==> src/rtl/evb_pkg.sv <==
`timescale 1ns/1ps
package evb_pkg;
  typedef enum logic [2:0] {
    ST_IDLE, ST_HDR, ST_PAY, ST_FLUSH, ST_PAD, ST_TRL
  } evb_state_e;

  localparam int WORD_W = 16;
  localparam int LANES  = 4;
  localparam int ERR_W  = 7;
  localparam int EVN_W  = 24;
  localparam int BX_W   = 12;
  localparam int SRC_W  = 12;
  localparam int TYP_W  = 4;
  localparam int FOV_W  = 4;
  localparam int LEN_W  = 24;
  localparam int ACC_W  = WORD_W * (LANES - 1);

  localparam logic [3:0]  BEGIN_MARK = 4'h5;
  localparam logic [3:0]  END_MARK   = 4'hA;
  localparam logic [15:0] CRC_POLY   = 16'h1021;
  localparam logic [15:0] CRC_SEED   = 16'hFFFF;

  function automatic logic [15:0] crc16_w64(input logic [15:0] c, input logic [63:0] d);
    logic [15:0] r;
    logic fb;
    r = c;
    for (int b = 63; b >= 0; b--) begin
      fb = r[15] ^ d[b];
      r  = {r[14:0], 1'b0};
      if (fb) r = r ^ CRC_POLY;
    end
    return r;
  endfunction
endpackage

==> src/rtl/evb_crc16.sv <==
`timescale 1ns/1ps
module evb_crc16
  import evb_pkg::*;
(
  input  logic        clk,
  input  logic        rst_n,
  input  logic        clr,
  input  logic        upd,
  input  logic [63:0] din,
  output logic [15:0] crc_q,
  output logic [15:0] crc_nxt
);
  assign crc_nxt = crc16_w64(crc_q, din);

  always_ff @(posedge clk or negedge rst_n) begin
    if (!rst_n)    crc_q <= CRC_SEED;
    else if (clr)  crc_q <= CRC_SEED;
    else if (upd)  crc_q <= crc_nxt;
  end
endmodule

==> src/rtl/evb_in_sel.sv <==
`timescale 1ns/1ps
module evb_in_sel
  import evb_pkg::*;
#(
  parameter int N  = 12,
  parameter int IW = 4
) (
  input  logic [N-1:0]        en_mask,
  input  logic [IW-1:0]       cur,
  input  logic [N-1:0]        in_valid,
  input  logic [N*WORD_W-1:0] in_data,
  input  logic [N-1:0]        in_last,
  input  logic [N-1:0]        in_absent,
  input  logic [N*ERR_W-1:0]  in_err,
  input  logic [N*EVN_W-1:0]  in_evn,
  output logic                sel_valid,
  output logic [WORD_W-1:0]   sel_data,
  output logic                sel_last,
  output logic                sel_absent,
  output logic [ERR_W-1:0]    sel_err,
  output logic [EVN_W-1:0]    sel_evn,
  output logic                first_found,
  output logic [IW-1:0]       first_idx,
  output logic                next_found,
  output logic [IW-1:0]       next_idx
);
  always_comb begin
    sel_valid  = 1'b0;
    sel_data   = '0;
    sel_last   = 1'b0;
    sel_absent = 1'b0;
    sel_err    = '0;
    sel_evn    = '0;
    for (int i = 0; i < N; i++) begin
      if (IW'(i) == cur) begin
        sel_valid  = in_valid[i];
        sel_data   = in_data[i*WORD_W +: WORD_W];
        sel_last   = in_last[i];
        sel_absent = in_absent[i];
        sel_err    = in_err[i*ERR_W +: ERR_W];
        sel_evn    = in_evn[i*EVN_W +: EVN_W];
      end
    end
  end

  // lowest enabled index overall, and lowest enabled index above cur
  always_comb begin
    first_found = 1'b0;
    first_idx   = '0;
    next_found  = 1'b0;
    next_idx    = '0;
    for (int i = N - 1; i >= 0; i--) begin
      if (en_mask[i]) begin
        first_found = 1'b1;
        first_idx   = IW'(i);
        if (i > int'(cur)) begin
          next_found = 1'b1;
          next_idx   = IW'(i);
        end
      end
    end
  end
endmodule

==> src/rtl/evb_framer.sv <==
`timescale 1ns/1ps
module evb_framer
  import evb_pkg::*;
#(
  parameter int N_IN = 12
) (
  input  logic                   clk,
  input  logic                   rst_n,
  input  logic                   resync,
  input  logic [N_IN-1:0]        en_mask,
  input  logic                   start_valid,
  output logic                   start_ready,
  input  logic [TYP_W-1:0]       start_type,
  input  logic [EVN_W-1:0]       start_l1,
  input  logic [BX_W-1:0]        start_bx,
  input  logic [SRC_W-1:0]       start_src,
  input  logic [FOV_W-1:0]       start_fov,
  input  logic [N_IN-1:0]        in_valid,
  output logic [N_IN-1:0]        in_ready,
  input  logic [N_IN*WORD_W-1:0] in_data,
  input  logic [N_IN-1:0]        in_last,
  input  logic [N_IN-1:0]        in_absent,
  input  logic [N_IN*ERR_W-1:0]  in_err,
  input  logic [N_IN*EVN_W-1:0]  in_evn,
  output logic                   out_valid,
  input  logic                   out_ready,
  output logic [63:0]            out_data,
  output logic                   out_last
);
  localparam int IW = (N_IN > 1) ? $clog2(N_IN) : 1;

  evb_state_e        st;
  logic [IW-1:0]     cur;
  logic              first_beat;
  logic [TYP_W-1:0]  h_type;
  logic [EVN_W-1:0]  h_l1;
  logic [BX_W-1:0]   h_bx;
  logic [SRC_W-1:0]  h_src;
  logic [FOV_W-1:0]  h_fov;
  logic [ACC_W-1:0]  acc;
  logic [1:0]        lane;
  logic [LEN_W-1:0]  pay_cnt;
  logic [ERR_W-1:0]  err_or;
  logic              miss;

  logic              ld_ok, start_fire, take;
  logic              sel_valid, sel_last, sel_absent;
  logic [WORD_W-1:0] sel_data;
  logic [ERR_W-1:0]  sel_err;
  logic [EVN_W-1:0]  sel_evn;
  logic              first_found, next_found;
  logic [IW-1:0]     first_idx, next_idx;
  logic              emit;
  logic [63:0]       emit_word, hdr_word, trl_zero;
  logic [LEN_W-1:0]  ev_len;
  logic [15:0]       crc_q, crc_nxt;

  assign ld_ok       = !out_valid || out_ready;
  assign start_ready = (st == ST_IDLE);
  assign start_fire  = start_valid && start_ready;
  assign take        = (st == ST_PAY) && sel_valid && ld_ok;

  assign hdr_word = {BEGIN_MARK, h_type, h_l1, h_bx, h_src, h_fov, 4'h0};
  assign ev_len   = pay_cnt + LEN_W'(2) + LEN_W'(pay_cnt[0]);
  assign trl_zero = {END_MARK, 4'h0, ev_len, 16'h0, miss, err_or, 8'h0};

  evb_in_sel #(.N(N_IN), .IW(IW)) u_sel (
    .en_mask(en_mask), .cur(cur),
    .in_valid(in_valid), .in_data(in_data), .in_last(in_last),
    .in_absent(in_absent), .in_err(in_err), .in_evn(in_evn),
    .sel_valid(sel_valid), .sel_data(sel_data), .sel_last(sel_last),
    .sel_absent(sel_absent), .sel_err(sel_err), .sel_evn(sel_evn),
    .first_found(first_found), .first_idx(first_idx),
    .next_found(next_found), .next_idx(next_idx)
  );

  evb_crc16 u_crc (
    .clk(clk), .rst_n(rst_n), .clr(start_fire || resync), .upd(emit),
    .din(emit_word), .crc_q(crc_q), .crc_nxt(crc_nxt)
  );

  generate
    for (genvar g = 0; g < N_IN; g++) begin : g_rdy
      assign in_ready[g] = (st == ST_PAY) && (cur == IW'(g)) && ld_ok;
    end
  endgenerate

  always_comb begin
    emit      = 1'b0;
    emit_word = '0;
    case (st)
      ST_HDR:   begin emit = ld_ok;                                emit_word = hdr_word; end
      ST_PAY:   begin emit = take && !sel_absent && (lane == 2'd3); emit_word = {acc, sel_data}; end
      ST_FLUSH: begin emit = ld_ok && (lane != 2'd0);              emit_word = {acc, 16'h0}; end
      ST_PAD:   begin emit = ld_ok && pay_cnt[0];                  emit_word = '0; end
      ST_TRL:   begin emit = ld_ok;                                emit_word = trl_zero; end
      default:  ;
    endcase
  end

  // output register
  always_ff @(posedge clk or negedge rst_n) begin
    if (!rst_n) begin
      out_valid <= 1'b0;
      out_data  <= '0;
      out_last  <= 1'b0;
    end else if (resync) begin
      out_valid <= 1'b0;
      out_data  <= '0;
      out_last  <= 1'b0;
    end else if (emit) begin
      out_valid <= 1'b1;
      out_last  <= (st == ST_TRL);
      out_data  <= (st == ST_TRL) ? {trl_zero[63:32], crc_nxt, trl_zero[15:0]} : emit_word;
    end else if (out_ready) begin
      out_valid <= 1'b0;
    end
  end

  // framing sequence
  always_ff @(posedge clk or negedge rst_n) begin
    if (!rst_n) begin
      st <= ST_IDLE; cur <= '0; first_beat <= 1'b1;
      h_type <= '0; h_l1 <= '0; h_bx <= '0; h_src <= '0; h_fov <= '0;
      acc <= '0; lane <= '0; pay_cnt <= '0; err_or <= '0; miss <= 1'b0;
    end else if (resync) begin
      st <= ST_IDLE; cur <= '0; first_beat <= 1'b1;
      acc <= '0; lane <= '0; pay_cnt <= '0; err_or <= '0; miss <= 1'b0;
    end else begin
      case (st)
        ST_IDLE: if (start_fire) begin
          h_type <= start_type; h_l1 <= start_l1; h_bx <= start_bx;
          h_src <= start_src; h_fov <= start_fov;
          acc <= '0; lane <= '0; pay_cnt <= '0; err_or <= '0; miss <= 1'b0;
          first_beat <= 1'b1;
          st <= ST_HDR;
        end
        ST_HDR: if (ld_ok) begin
          cur <= first_idx;
          st  <= first_found ? ST_PAY : ST_FLUSH;
        end
        ST_PAY: if (take) begin
          if (first_beat) begin
            err_or <= err_or | sel_err;
            if (sel_absent || (sel_evn != h_l1)) miss <= 1'b1;
          end
          if (!sel_absent) begin
            if (lane == 2'd3) begin
              acc     <= '0;
              lane    <= '0;
              pay_cnt <= pay_cnt + 1'b1;
            end else begin
              acc[(2 - int'(lane))*WORD_W +: WORD_W] <= sel_data;
              lane <= lane + 1'b1;
            end
          end
          if (sel_last || sel_absent) begin
            first_beat <= 1'b1;
            if (next_found) cur <= next_idx;
            else            st  <= ST_FLUSH;
          end else begin
            first_beat <= 1'b0;
          end
        end
        ST_FLUSH: begin
          if (lane == 2'd0) st <= ST_PAD;
          else if (ld_ok) begin
            acc <= '0; lane <= '0; pay_cnt <= pay_cnt + 1'b1;
            st  <= ST_PAD;
          end
        end
        ST_PAD: if (!pay_cnt[0] || ld_ok) st <= ST_TRL;
        ST_TRL: if (ld_ok) st <= ST_IDLE;
        default: st <= ST_IDLE;
      endcase
    end
  end

  // ---------------- assertions ----------------
  p_hold_stall_r9: assert property (@(posedge clk) disable iff (!rst_n || resync)
    out_valid && !out_ready |=> out_valid && $stable(out_data) && $stable(out_last));

  p_no_take_stall_r9: assert property (@(posedge clk) disable iff (!rst_n || resync)
    out_valid && !out_ready |-> in_ready == '0);

  p_one_ready_r12: assert property (@(posedge clk) disable iff (!rst_n)
    $onehot0(in_ready));

  p_disabled_idle_r3: assert property (@(posedge clk) disable iff (!rst_n)
    (in_ready & ~en_mask) == '0);

  p_even_length_r5: assert property (@(posedge clk) disable iff (!rst_n || resync)
    out_valid && out_last |-> !out_data[32] && out_data[63:60] == END_MARK);

  p_resync_idle_r10: assert property (@(posedge clk) disable iff (!rst_n)
    resync |=> !out_valid && start_ready);
endmodule

==> config.mk <==
export PLATFORM = sky130hd
export DESIGN_NAME = evb_framer
export DESIGN_NICKNAME = d
export VERILOG_FILES = /design/src/rtl/evb_pkg.sv /design/src/rtl/evb_crc16.sv /design/src/rtl/evb_in_sel.sv /design/src/rtl/evb_framer.sv
export SDC_FILE = /design/constraint.sdc
export NUM_CORES = 1
export LEC_CHECK = 0
export BUFFER_PORTS_ARGS = -buffer_cell sky130_fd_sc_hd__buf_2
export CAP_MARGIN = 20
export CORE_AREA = 2 2 296 298
export DETAILED_ROUTE_END_ITERATION = 12
export DIE_AREA = 0 0 298 300
export PLACE_DENSITY = 0.5
export SLEW_MARGIN = 20
export SYNTH_ARGS = -nofsm -noshare
export SYNTH_HDL_FRONTEND = slang
export SYNTH_SLANG_ARGS = --single-unit
export TNS_END_PERCENT = 5
==> constraint.sdc <==
create_clock -name clk -period 5.7 [get_ports clk]
set_input_delay 0.285 -clock clk [delete_from_list [all_inputs] [get_ports clk]]
set_output_delay 0.285 -clock clk [all_outputs]
set_load 0.05 [all_outputs]
Word-level counts from Yosys, hierarchy flattened
Index checks and enable logic that the tools add are counted.

operators by class
  add/sub/neg operators = 6
  bitwise gates (word level) = 130
  eq/ne operators = 44
  magnitude comparators = 11
  reductions and logical operators = 58
  mux-type cells = 275
  shift-type cells = 2

operators by type and width
  kind                                                    number
  2-to-1 mux 13 bit                                       64
  2-to-1 mux 24 bit                                       19
  2-to-1 mux 48 bit                                       7
  case mux 64 bit (4 select lines)                        1
  2-to-1 mux 16 bit                                       14
  2-to-1 mux 64 bit                                       3
  NOT 3 bit                                               64
  2-to-1 mux 4 bit                                        39
  case mux 48 bit (3 select lines)                        1
  2-to-1 mux 7 bit                                        16
  2-to-1 mux 1 bit                                        85
  case mux 24 bit (3 select lines)                        1
  XOR 1 bit                                               64
  bitwise mux 48 bit                                      1
  variable shift 16 x 33 -> 48 bit, first input constant  1
  variable part select 16 x 33 -> 48 bit                  1
  negation 7 -> 33 bit                                    1
  logical AND 1 bit                                       31
  2-to-1 mux 3 bit                                        10
  != test 3 bit, second input constant                    10
  adder 24 x 1 -> 24 bit                                  1
  adder 24 x 1 -> 24 bit, second input constant           1
  adder 24 x 2 -> 24 bit, second input constant           1
  != test 24 bit                                          1
  other kinds (44)                                        89

word-level totals
  bits in registers = 228
  logic and storage cells = 543
  bits of input ports = 673

Longest topological paths before layout
Gate-level depths: netlist of run 1.

  depth after elaboration = 145
  gate-level depth with buffers = 21
  gate-level depth less buffers = 17

By module
From an unflattened synthesis of run 1, not the netlist that was laid out.

second synthesis, totals
  cell total of the unflattened synthesis = 2,486
  area total of the unflattened synthesis = 20,972.6 um^2

by module, submodules not included
  module      seq. area each (um^2)  area an instance (um^2)  instances  cells an instance
  evb_framer  5,306.3                10,926.7                 1          1,165
  evb_in_sel  0.0                    6,628.9                  1          1,072
  evb_crc16   420.4                  3,417.0                  1          249

Least setup slack after synthesis of run 1
OpenSTA, ideal clock, no wires.

  path type = register -> register
  start point = reg pay_cnt[0]
  end point = reg out_data[31]
  clock period less this slack = 5.037 ns
  library setup time = 0.072 ns
  cell stages (with the launch flop) = 18
  path slack = 0.663 ns
  path buffers = 0
  required time = 5.628 ns
  arrival = 4.964 ns
  cell sequence = dfrtp_1 > inv_1 > ha_1 > nand4b_2 > nor2_2 > nand3_2 > xnor2_1 > a222oi_1 > xnor3_1 > xor3_1 > xor3_1 > xnor2_2 > xor2_2 > xnor3_1 > xnor3_1 > o211ai_2 > o21ai_1 > nor2_1

between the ends
  cells in the longest elaborated chain, start to end = 58
  elaborated cells between the ends (all ways) = 139
  classes of those cells = add/sub (2); mux (58); bitwise (77); reduce/logical (2)

RTL lines
  item                                                     RTL line                      source
  start: declaration                                       evb_framer.sv:42              logic [LEN_W-1:0] pay_cnt;
  start signal: assignment                                 evb_framer.sv:151             pay_cnt <= pay_cnt + 1'b1;
  adder 24 x 2 -> 24 bit                                   evb_framer.sv:64              assign ev_len = pay_cnt + LEN_W'(2) + LEN_W'(pay_cnt[0]);
  adder 24 x 1 -> 24 bit                                   evb_framer.sv:64
  case mux 64 bit (4 select lines)                         evb_framer.sv:91              case (st)
  XOR 1 bit                                                evb_pkg.sv:28                 fb = r[15] ^ d[b];
  2-to-1 mux 13 bit                                        evb_pkg.sv:30                 if (fb) r = r ^ CRC_POLY;
  XOR 1 bit / 2-to-1 mux 13 bit (equally long branches)    evb_pkg.sv:28, evb_pkg.sv:30
  2-to-1 mux 13 bit                                        evb_pkg.sv:30
  XOR 1 bit / 2-to-1 mux 13 bit (equally long branches)    evb_pkg.sv:28, evb_pkg.sv:30
  [42 not listed]                                          --
  2-to-1 mux 13 bit                                        evb_pkg.sv:30
  2-to-1 mux 13 bit, or another cell as far along          evb_pkg.sv:30
  2-to-1 mux 13 bit                                        evb_pkg.sv:30
  NOT 3 bit (no line) / XOR 1 bit (equally long branches)  --
  2-to-1 mux 13 bit                                        evb_pkg.sv:30
  2-to-1 mux 64 bit                                        evb_framer.sv:114             out_data <= (st == ST_TRL) ? {trl_zero[63:32], crc_nxt, trl_zero[15:0]} : emit_word;
  2-to-1 mux 64 bit                                        evb_framer.sv:111             end else if (emit) begin
  2-to-1 mux 64 bit                                        evb_framer.sv:107             end else if (resync) begin
  end signal: assignment                                   evb_framer.sv:114
  end: declaration                                         evb_framer.sv:27              output logic [63:0] out_data,

Several ways; a longest one is shown, not always the timed one. The select of a mux whose other input is x is not followed.
A chain may end at the register's enable or synchronous reset.

Worst setup path in the final report of run 1
Ends and elaborated chain as after synthesis.

==> results.txt, run 1 <==
The number of iterations in the first detailed-routing pass is 6. In this run the worst path has a maximum fanout of 9. STA classifies the critical path endpoint as a register.

For this design, the sink count on the clock tree is 228. The number of global-route vias before repair is 21100. The total half-perimeter wirelength after legalization and detailed placement came out at 108 mm.

Entering global routing, the biggest net connects 118 pins. The most common flop cell mapped by yosys is sky130_fd_sc_hd__dfrtp_1. The post-synthesis register bit count is 228. The worst endpoint data arrival time is 5.90 ns. Clock skew on the completed layout was measured at 0.0171 ns. The setup slack of the most critical reg-to-reg path is 0.30 ns. The total area inside the core boundary comes to 86200 um2.

The initial utilization of the core area, before any placement, comes to 21.7%. The layout cell share with drive strength beyond 1 came out at 36.4%. The maximum count of clock buffers along a single path is 3. The remaining global-route overflow came out at 0. The root buffer cell chosen for the clock tree is sky130_fd_sc_hd__clkbuf_16. The worst hold slack came out at 0.0141 ns.

The area enclosed by the die boundary came out at 89400 um2. The synthesized-area fraction occupied by adder cells came out at 0.401%. The portion of netlist area occupied by mux cells is 9.60%. Setup repair after global routing left no endpoint under its margin. The buffers inserted during post-CTS setup optimization came out at 0. The die is 300 um tall.

CTS built an H-tree with a depth of 1. The class of the most critical setup path is register to register. The number of placed cells counting well taps came out at 3987.

The synthesized netlist net count is 2827. The post-layout net count came out at 3596. The number of resized instances in the post-cts repair step is 0.

The total track usage came out at 27.8%. The number of nets with antenna violations after routing came out at 0. The I/O pin count came out at 752.

The TritonCTS clock tree is yes. In this run, distinct cell masters in the synthesized netlist total 93. Averaged over all synthesized cells, the footprint is 8.72 um2. The area growth from synthesis to layout came out at 38.0%.

The combined area of all synthesized cells came out at 18700 um2. The TritonCTS buffer count is 28. The number of buffers added on ports is 751. The worst hold-check path type is input port to register. The simple-gate portion of the synthesized area came out at 14.7%. The number of hold violations in the final report is 0. Clock latency on the worst-skew pair, taken at its later pin, is 0.56 ns.

The number of remaining DRC errors is 0. The clock-pin slew on the worst setup and hold paths came out at 0.06 ns. For this run, the register share of the synthesized area comes to 30.6%.

The count of routing violations after the opening detailed-route iteration is 2016. The complex-gate fraction of the synthesized area came out at 24.4%. Routability-driven placement finished with a final weighted congestion of 0.996. The worst path needs 5.40 ns of the cycle, external delays included. The number of max-slew violations in the final report was 0. The run finished with clean final reports. The instance count of the mapped netlist came out at 2148. The final routed wirelength across all metal layers came out at 129 mm. The proportion of register bits with asynchronous set or reset after synthesis came out at 100%. The vias per cell came out at 5.15. The global-route wire length before repair is 174 mm. The width of the die came out at 298 um. The slew at the pin closest to its max-slew limit came out at 1.21 ns. The tool flagged a number of max-cap violations equal to 0. The number of vias after detailed routing is 21300. The number of synthesized flops with an enable pin is 0.

The critical path data required time is 6.19 ns. The worst setup path is launched from a register. After layout, the worst path uses 94.8% of the clock period.

The combinational family with the most area after synthesis is compound AO/OA/AOI/OAI gates. After detailed routing, the average wire length per cell comes to 31.2 um. The initial antenna violation count is 80. The share of the synthesized netlist area taken by xor and xnor gates is 16.2%. After routing, the total negative slack on setup checks comes to 0 ns. The number of standard cells in the layout, taps in and fillers out is 4134.

The worst pin sits at a relative slew slack of 18.4%. The initialized floorplan defines 108 standard-cell rows. For this run, the top clock speed supported by timing is 0.185 GHz. The Yosys step of the flow raised 0 warnings. The setup violation total in the final timing report is 0.
## critical path, cell delays in order (launching register included)
cell,delay [ns]
sky130_fd_sc_hd__dfrtp_1,0.52
sky130_fd_sc_hd__inv_1,0.11
sky130_fd_sc_hd__ha_1,0.25
sky130_fd_sc_hd__nand4b_2,0.28
sky130_fd_sc_hd__nor2_2,0.32
sky130_fd_sc_hd__nand3_2,0.11
sky130_fd_sc_hd__xnor2_1,0.15
sky130_fd_sc_hd__a222oi_1,0.30
sky130_fd_sc_hd__buf_4,0.20
sky130_fd_sc_hd__xnor3_1,0.47
sky130_fd_sc_hd__xnor2_1,0.28
sky130_fd_sc_hd__xor3_1,0.56
sky130_fd_sc_hd__xnor3_2,0.49
sky130_fd_sc_hd__xnor2_2,0.31
sky130_fd_sc_hd__xnor2_2,0.20
sky130_fd_sc_hd__xnor3_1,0.47
sky130_fd_sc_hd__o211ai_2,0.14
sky130_fd_sc_hd__o21ai_1,0.08
sky130_fd_sc_hd__nor2_1,0.09
## kinds of logic after synthesis
logic type	Yosys count
flip-flops	228
buffers and inverters	188
AO/OA/AOI/OAI	696
XOR/XNOR	256
adder cells (fa/ha/maj)	6
AND/OR/NAND/NOR	617
multiplexers	157
## per-stage QoR
stage	area, um2	worst slack, ns	util, %
finish	25800	0.295	30.0
global route	25800	0.0181	29.9
CTS	25700	0.326	29.8
detailed placement	24200	0.342	28.1
global placement	24200	0.428	28.1
floorplan	18700	0.663	-
## placed cells by master, fill, tap and decap left out, types with 14 or more instances in the layout
| cell type | n |
|---|---|
| sky130_fd_sc_hd__a21oi_1 | 181 |
| sky130_fd_sc_hd__a32oi_1 | 22 |
| sky130_fd_sc_hd__buf_2 | 750 |
| sky130_fd_sc_hd__xnor2_1 | 127 |
| sky130_fd_sc_hd__o21ai_0 | 149 |
| sky130_fd_sc_hd__a221oi_1 | 24 |
| sky130_fd_sc_hd__o22a_1 | 14 |
| sky130_fd_sc_hd__buf_4 | 99 |
| sky130_fd_sc_hd__mux2_2 | 70 |
| sky130_fd_sc_hd__o31ai_1 | 49 |
| sky130_fd_sc_hd__nor2_1 | 239 |
| sky130_fd_sc_hd__nand2_1 | 204 |
| sky130_fd_sc_hd__o22ai_1 | 19 |
| sky130_fd_sc_hd__a211oi_1 | 44 |
| sky130_fd_sc_hd__dlygate4sd3_1 | 55 |
| sky130_fd_sc_hd__dfrtp_1 | 209 |
| sky130_fd_sc_hd__dfstp_2 | 17 |
| sky130_fd_sc_hd__clkbuf_16 | 29 |
| sky130_fd_sc_hd__mux2i_1 | 76 |
| sky130_fd_sc_hd__nand3_1 | 38 |
| sky130_fd_sc_hd__o2111ai_1 | 17 |
| sky130_fd_sc_hd__xnor3_1 | 37 |
| sky130_fd_sc_hd__nor3_1 | 31 |
| sky130_fd_sc_hd__xor2_1 | 65 |
| sky130_fd_sc_hd__a22oi_1 | 71 |
| sky130_fd_sc_hd__diode_2 | 41 |
## sequential cells by signal, indices dropped and copies added (netlist names)
name / cells
lane: 2
cur: 4
pay_cnt: 24
st: 3
h_type: 4
acc: 48
h_l1: 24
out_valid: 1
h_bx: 12
h_src: 12
err_or: 7
h_fov: 4
u_crc.crc_q: 16
out_last: 1
first_beat: 1
miss: 1
out_data: 64
## synth_stat cells (11+ instances only)
library cell,number,area share [%]
sky130_fd_sc_hd__a211oi_1,44,1.8
sky130_fd_sc_hd__a21oi_1,183,4.9
sky130_fd_sc_hd__a221oi_1,24,1.1
sky130_fd_sc_hd__a22o_1,13,0.61
sky130_fd_sc_hd__a22oi_1,71,2.8
sky130_fd_sc_hd__a32oi_1,22,1.0
sky130_fd_sc_hd__buf_1,28,0.56
sky130_fd_sc_hd__buf_2,15,0.40
sky130_fd_sc_hd__clkbuf_1,120,2.4
sky130_fd_sc_hd__dfrtp_1,211,28
sky130_fd_sc_hd__dfstp_2,17,2.4
sky130_fd_sc_hd__inv_1,14,0.28
sky130_fd_sc_hd__mux2_2,70,4.2
sky130_fd_sc_hd__mux2i_1,76,4.1
sky130_fd_sc_hd__mux4_2,11,1.3
sky130_fd_sc_hd__nand2_1,206,4.1
sky130_fd_sc_hd__nand2b_1,13,0.43
sky130_fd_sc_hd__nand3_1,39,1.0
sky130_fd_sc_hd__nand4_1,12,0.40
sky130_fd_sc_hd__nor2_1,246,4.9
sky130_fd_sc_hd__nor2b_1,11,0.37
sky130_fd_sc_hd__nor3_1,33,0.88
sky130_fd_sc_hd__o2111ai_1,17,0.80
sky130_fd_sc_hd__o211ai_1,12,0.48
sky130_fd_sc_hd__o21ai_0,150,4.0
sky130_fd_sc_hd__o22a_1,14,0.65
sky130_fd_sc_hd__o22ai_1,20,0.67
sky130_fd_sc_hd__o31ai_1,49,2.0
sky130_fd_sc_hd__xnor2_1,127,5.9
sky130_fd_sc_hd__xnor2_2,13,1.1
sky130_fd_sc_hd__xnor3_1,37,4.5
sky130_fd_sc_hd__xor2_1,65,3.0
## what timing repair did
| action | in CTS | in global routing |
|---|---|---|
| hold buffers | 54 | 1 |
| endpoints found under the hold margin | 153 | 1 |
| endpoints found under the setup margin | 0 | 0 |
## worst paths after layout
path                                   startpoint                        to  depth (start not counted)
hold reg to reg               acc[24]$_DFFE_PN0P_       acc[24]$_DFFE_PN0P_                          2
setup reg to reg           pay_cnt[0]$_DFFE_PN0P_  out_data[31]$_DFFE_PN0P_                         18
max in group asynchronous                   rst_n        cur[1]$_DFFE_PN0P_                          3
min in group asynchronous                   rst_n      h_l1[15]$_DFFE_PN0P_                          2
hold / removal                        start_bx[5]       h_bx[5]$_DFFE_PN0P_                          2
setup / recovery           pay_cnt[0]$_DFFE_PN0P_  out_data[31]$_DFFE_PN0P_                         18
## per-layer routing
metal  routed length [um]  share of wire (%)  GRT usage (%)
met3                11200                8.7           7.65
met2                58400                 45           44.8
met1                52700                 41           34.7
met4                 6510                5.0           12.3
met5                  218               0.17              0
## cell type report
type / count / area (um2)
fillers: 9550 / 60400
multi-input cells: 1732 / 12400
flip-flops and latches: 228 / 5730
repair buffers: 911 / 5180
well taps: 1155 / 1450
clock buffers: 43 / 828
clock inverters: 8 / 128
diodes: 41 / 103
inverters: 16 / 60.1
Power of run 1 is not shown: default switching activity piles up to over one toggle a cycle in this logic, so the estimate is an artifact.
==> run 2, diff against run 1 <==
--- a/config.mk
+++ b/config.mk
@@ -5,12 +5,13 @@
 export SDC_FILE = /design/constraint.sdc
 export NUM_CORES = 1
 export LEC_CHECK = 0
+export ABC_AREA = 1
 export BUFFER_PORTS_ARGS = -buffer_cell sky130_fd_sc_hd__buf_2
 export CAP_MARGIN = 20
-export CORE_AREA = 2 2 296 298
+export CORE_AREA = 2 2 293 295
 export DETAILED_ROUTE_END_ITERATION = 12
-export DIE_AREA = 0 0 298 300
-export PLACE_DENSITY = 0.5
+export DIE_AREA = 0 0 295 297
+export PLACE_DENSITY = 0.52
 export SLEW_MARGIN = 20
 export SYNTH_ARGS = -nofsm -noshare
 export SYNTH_HDL_FRONTEND = slang
==> results.txt, run 2 <==
The count of cells along the worst hold path was 3 (+1). The number of buffers added on ports came out at 751 (unchanged). The post-layout net count is 4444 (+24%).

The remaining global-route overflow is 0 (unchanged). The layout cell share with drive strength beyond 1 is 34.3% (-2.1 points). The buffers inserted during post-CTS setup optimization is 0 (unchanged). The largest registers in the layout are out_data (64), acc (48). STA classifies the critical path startpoint as a register.

The core region area came out at 84500 um2 (-2.0%). Setup repair after global routing left no endpoint under its margin. The final design utilization came to 32.4% (+2.4 points). The area enclosed by the die boundary came out at 87600 um2 (-2.0%). The clock-pin slew on the worst setup and hold paths came out at 0.06 ns (about the same). The number of synthesized flops with an enable pin was 0 (unchanged). The total half-perimeter wirelength after legalization and detailed placement is 120 mm (+11%). The global-route wire length before repair is 192 mm (+10%). The clock latency reported for the late side of the worst-skew pair is 0.59 ns (+0.03 ns). The final critical delay including setup and external delays came out at 5.29 ns (-0.118 ns).

The class of the most critical setup path is register to register. The area growth from synthesis to layout is 41.2%. The flip-flop count of the largest register, all copies and words added came out at 64 (unchanged). The pin count of the biggest net entering global routing came out at 91 (-23%).

The worst clock skew is 0.0232 ns (+0.00615 ns). The initial antenna violation count came to 90 (+13%). The I/O pin count is 752 (unchanged). The worst slew slack as a fraction of its limit is 25.2% (+6.8 points). The number of max-cap violations came out at 0 (unchanged). The post-synthesis register bit count is 228 (unchanged). The proportion of register bits with asynchronous set or reset after synthesis is 100% (unchanged). The count of routing violations after the opening detailed-route iteration was 2600 (+29%). The startpoint identified for the worst hold timing path is start_bx[10]. Counting instances in the post-synthesis netlist gives the leading cell types as 816 x sky130_fd_sc_hd__nand2_1, 256 x sky130_fd_sc_hd__nand3_1, 248 x sky130_fd_sc_hd__inv_1, 247 x sky130_fd_sc_hd__o21ai_0, 211 x sky130_fd_sc_hd__dfrtp_1. The number of remaining DRC errors is 0 (unchanged). The most common flop cell mapped by yosys is sky130_fd_sc_hd__dfrtp_1. The unique cell type count in the Yosys netlist came out at 64 (-31%). The combined area of all synthesized cells came to 19400 um2 (+3.5%). The number of placed cells counting well taps is 4833 (+21%).

By area the synthesized netlist is led by sky130_fd_sc_hd__dfrtp_1 27%, sky130_fd_sc_hd__nand2_1 16%, sky130_fd_sc_hd__nand3_1 6.6%. The most common cell after layout, fill and taps aside is sky130_fd_sc_hd__nand2_1. The fmax came out at 0.189 GHz (+2.2%). In the layout the commonest cells are 816 x sky130_fd_sc_hd__nand2_1, 750 x sky130_fd_sc_hd__buf_2, 255 x sky130_fd_sc_hd__nand3_1. The average wire per standard cell is 28.5 um (-8.8%). The setup total negative slack is 0 ns (unchanged). The maximum count of clock buffers along a single path is 3 (unchanged). The CTS H-tree depth is 1 (unchanged).

The routability congestion estimate is 1.02 (+2.1%). The synthesized netlist net count was 3546 (+25%). The TritonCTS buffer count came out at 28 (unchanged). The total track usage came out at 31.3% (+3.5 points).

The critical path capture point type is a register. The vias per cell came out at 5.09 (-1.2%). The clock sink count came out at 228 (unchanged). The die extent in y is 297 um (-1.0%). The slowest stage of the critical path belongs to the cell sky130_fd_sc_hd__nor2_4. The final routed wirelength across all metal layers is 142 mm (+9.9%). The largest area contributor in the synthesized netlist is sky130_fd_sc_hd__dfrtp_1. The worst endpoint data arrival time came out at 5.75 ns (-0.15 ns). In this run the worst hold path is classified as input port to register. The endpoint of the lowest-slack register-to-register path is pay_cnt[22]$_DFFE_PN0P_.

The worst hold endpoint is h_bx[10]$_DFFE_PN0P_. The portion of the clock cycle consumed by the worst path in the final layout is 92.8% (-2.1 points). The most common cell in the synthesized netlist is sky130_fd_sc_hd__nand2_1. The number of global-route vias before repair came out at 24300 (+15%). The run finished with clean final reports. The number of nets with antenna violations after routing was 0 (unchanged). The number of warning messages in the yosys log was 0 (unchanged).

The number of hold violations in the final report came out at 0 (unchanged). The instance count of the mapped netlist came to 2867 (+33%). The critical path data required time came out at 6.17 ns (-0.02 ns). The number of vias after detailed routing is 25400 (+19%). The number of max-slew violations in the final report came out at 0 (unchanged). The number of iterations in the first detailed-routing pass came to 5 (-1). The count of standard-cell rows came to 107 (-0.93%). The register containing the most flip-flops in the final layout is out_data.

TritonCTS built the clock tree. The count of cells along the worst register-to-register path came out at 25 (+7). In this run the critical register-to-register path is launched from cur[3]$_DFFE_PN0P_. The delay of the slowest cell on the worst path came out at 0.46 ns (-0.10 ns). The slew at the pin closest to its max-slew limit is 1.11 ns (-0.100 ns).

The setup slack of the most critical reg-to-reg path is 0.41 ns (+0.12 ns). The synthesized area per cell is 6.76 um2 (-22%). The effective utilization at floorplan is 22.9% (+1.2 points).

The final-layout fill cell count came out at 9447 (-1.1%). By instance count, the cell type seen most on the critical path is sky130_fd_sc_hd__inv_1. Clock tree synthesis selected as its root buffer the cell sky130_fd_sc_hd__clkbuf_16. The largest fanout of any net on the critical path came out at 20 (+11). The area share of the largest cell type after synthesis came out at 27.3% (-0.95 points). The setup violation total in the final timing report came out at 0 (unchanged).

The width of the die came out at 295 um (-1.0%). The number of standard cells in the layout, taps in and fillers out came out at 4984 (+21%). The share of synthesized area occupied by flip-flops and latches came out at 29.6% (-1.0 points).
run 2: cell types whose count changed after synthesis, moves of 76 or more:
cell,delta
sky130_fd_sc_hd__nor2_1,-80
sky130_fd_sc_hd__nand2_1,+610
sky130_fd_sc_hd__nand2_2,+80
sky130_fd_sc_hd__inv_1,+234
sky130_fd_sc_hd__xnor2_1,-122
sky130_fd_sc_hd__nand3_1,+217
sky130_fd_sc_hd__mux2i_1,-76
sky130_fd_sc_hd__a21oi_1,-93
sky130_fd_sc_hd__o21ai_0,+97
run 2: critical path, delay by kind of cell, from the launching register on:
family | cells | cell delay (ns)
and+or+nand+nor | 10 | 2.36
DFF | 1 | 0.45
AOI/OAI and AO/OA | 8 | 1.20
buffers and inverters | 7 | 1.17
run 2: kinds of logic after synthesis:
family                     Yosys count  share of synthesized area, %
xor gates and xnor gates            55                          2.76
DFF                                228                          29.6
and+or+nand+nor                   1539                          37.6
adders and majority gates            6                         0.388
buffers and inverters              412                          8.39
muxes                               25                          1.45
AOI/OAI and AO/OA                  602                          19.8
run 2: layer usage:
layer	vias to the layer above	GRT usage (%)	part of all wire [%]
met1	12100	39.9	40
met5	-	0	0.22
li1	11600	-	-
met2	1300	48.3	44
met4	46	15.0	5.3
met3	286	9.06	10
run 2: layout make-up:
class	count	area (um2)	share of cell area [%]
clock buffers	38	820	3.00
diodes	53	133	0.485
clock inverters	14	173	0.631
multi-input cells	2227	12100	44.4
repair buffers	999	5840	21.4
inverters	281	1070	3.92
flip-flops and latches	228	5730	20.9
well taps	1144	1430	5.23
run 2: stage by stage:
stage                     instance area, um2  worst slack, ns  hold WS, ns
after floorplan                        19400             1.53      -0.0106
after global placement                 25800            0.403        0.395
after detailed placement               25800            0.391        0.411
after CTS                              27200            0.386       0.0141
after global routing                   27300           0.0308       0.0193
final                                  27300            0.413      0.00858
run 2: repair_timing:
item | in CTS | in global routing
resized for setup | 0 | 2
hold buffers | 46 | 0
setup endpoints to repair | 0 | 12
hold endpoints to repair | 111 | 0
run 2: worst max-delay path by stage:
stage | start | endpoint | slack [ns] | cells after the start
floorplan | pay_cnt[0]$_DFFE_PN0P_ | out_data[27]$_DFFE_PN0P_ | 1.53 | 40
finish | cur[3]$_DFFE_PN0P_ | pay_cnt[22]$_DFFE_PN0P_ | 0.41 | 25
global route | pay_cnt[0]$_DFFE_PN0P_ | out_data[21]$_DFFE_PN0P_ | 0.03 | 41
detailed placement | cur[3]$_DFFE_PN0P_ | miss$_DFFE_PN0P_ | 0.39 | 16
CTS | cur[3]$_DFFE_PN0P_ | miss$_DFFE_PN0P_ | 0.39 | 19
global placement | cur[3]$_DFFE_PN0P_ | pay_cnt[22]$_DFFE_PN0P_ | 0.40 | 25
Power of run 2 is left out for the same reason.
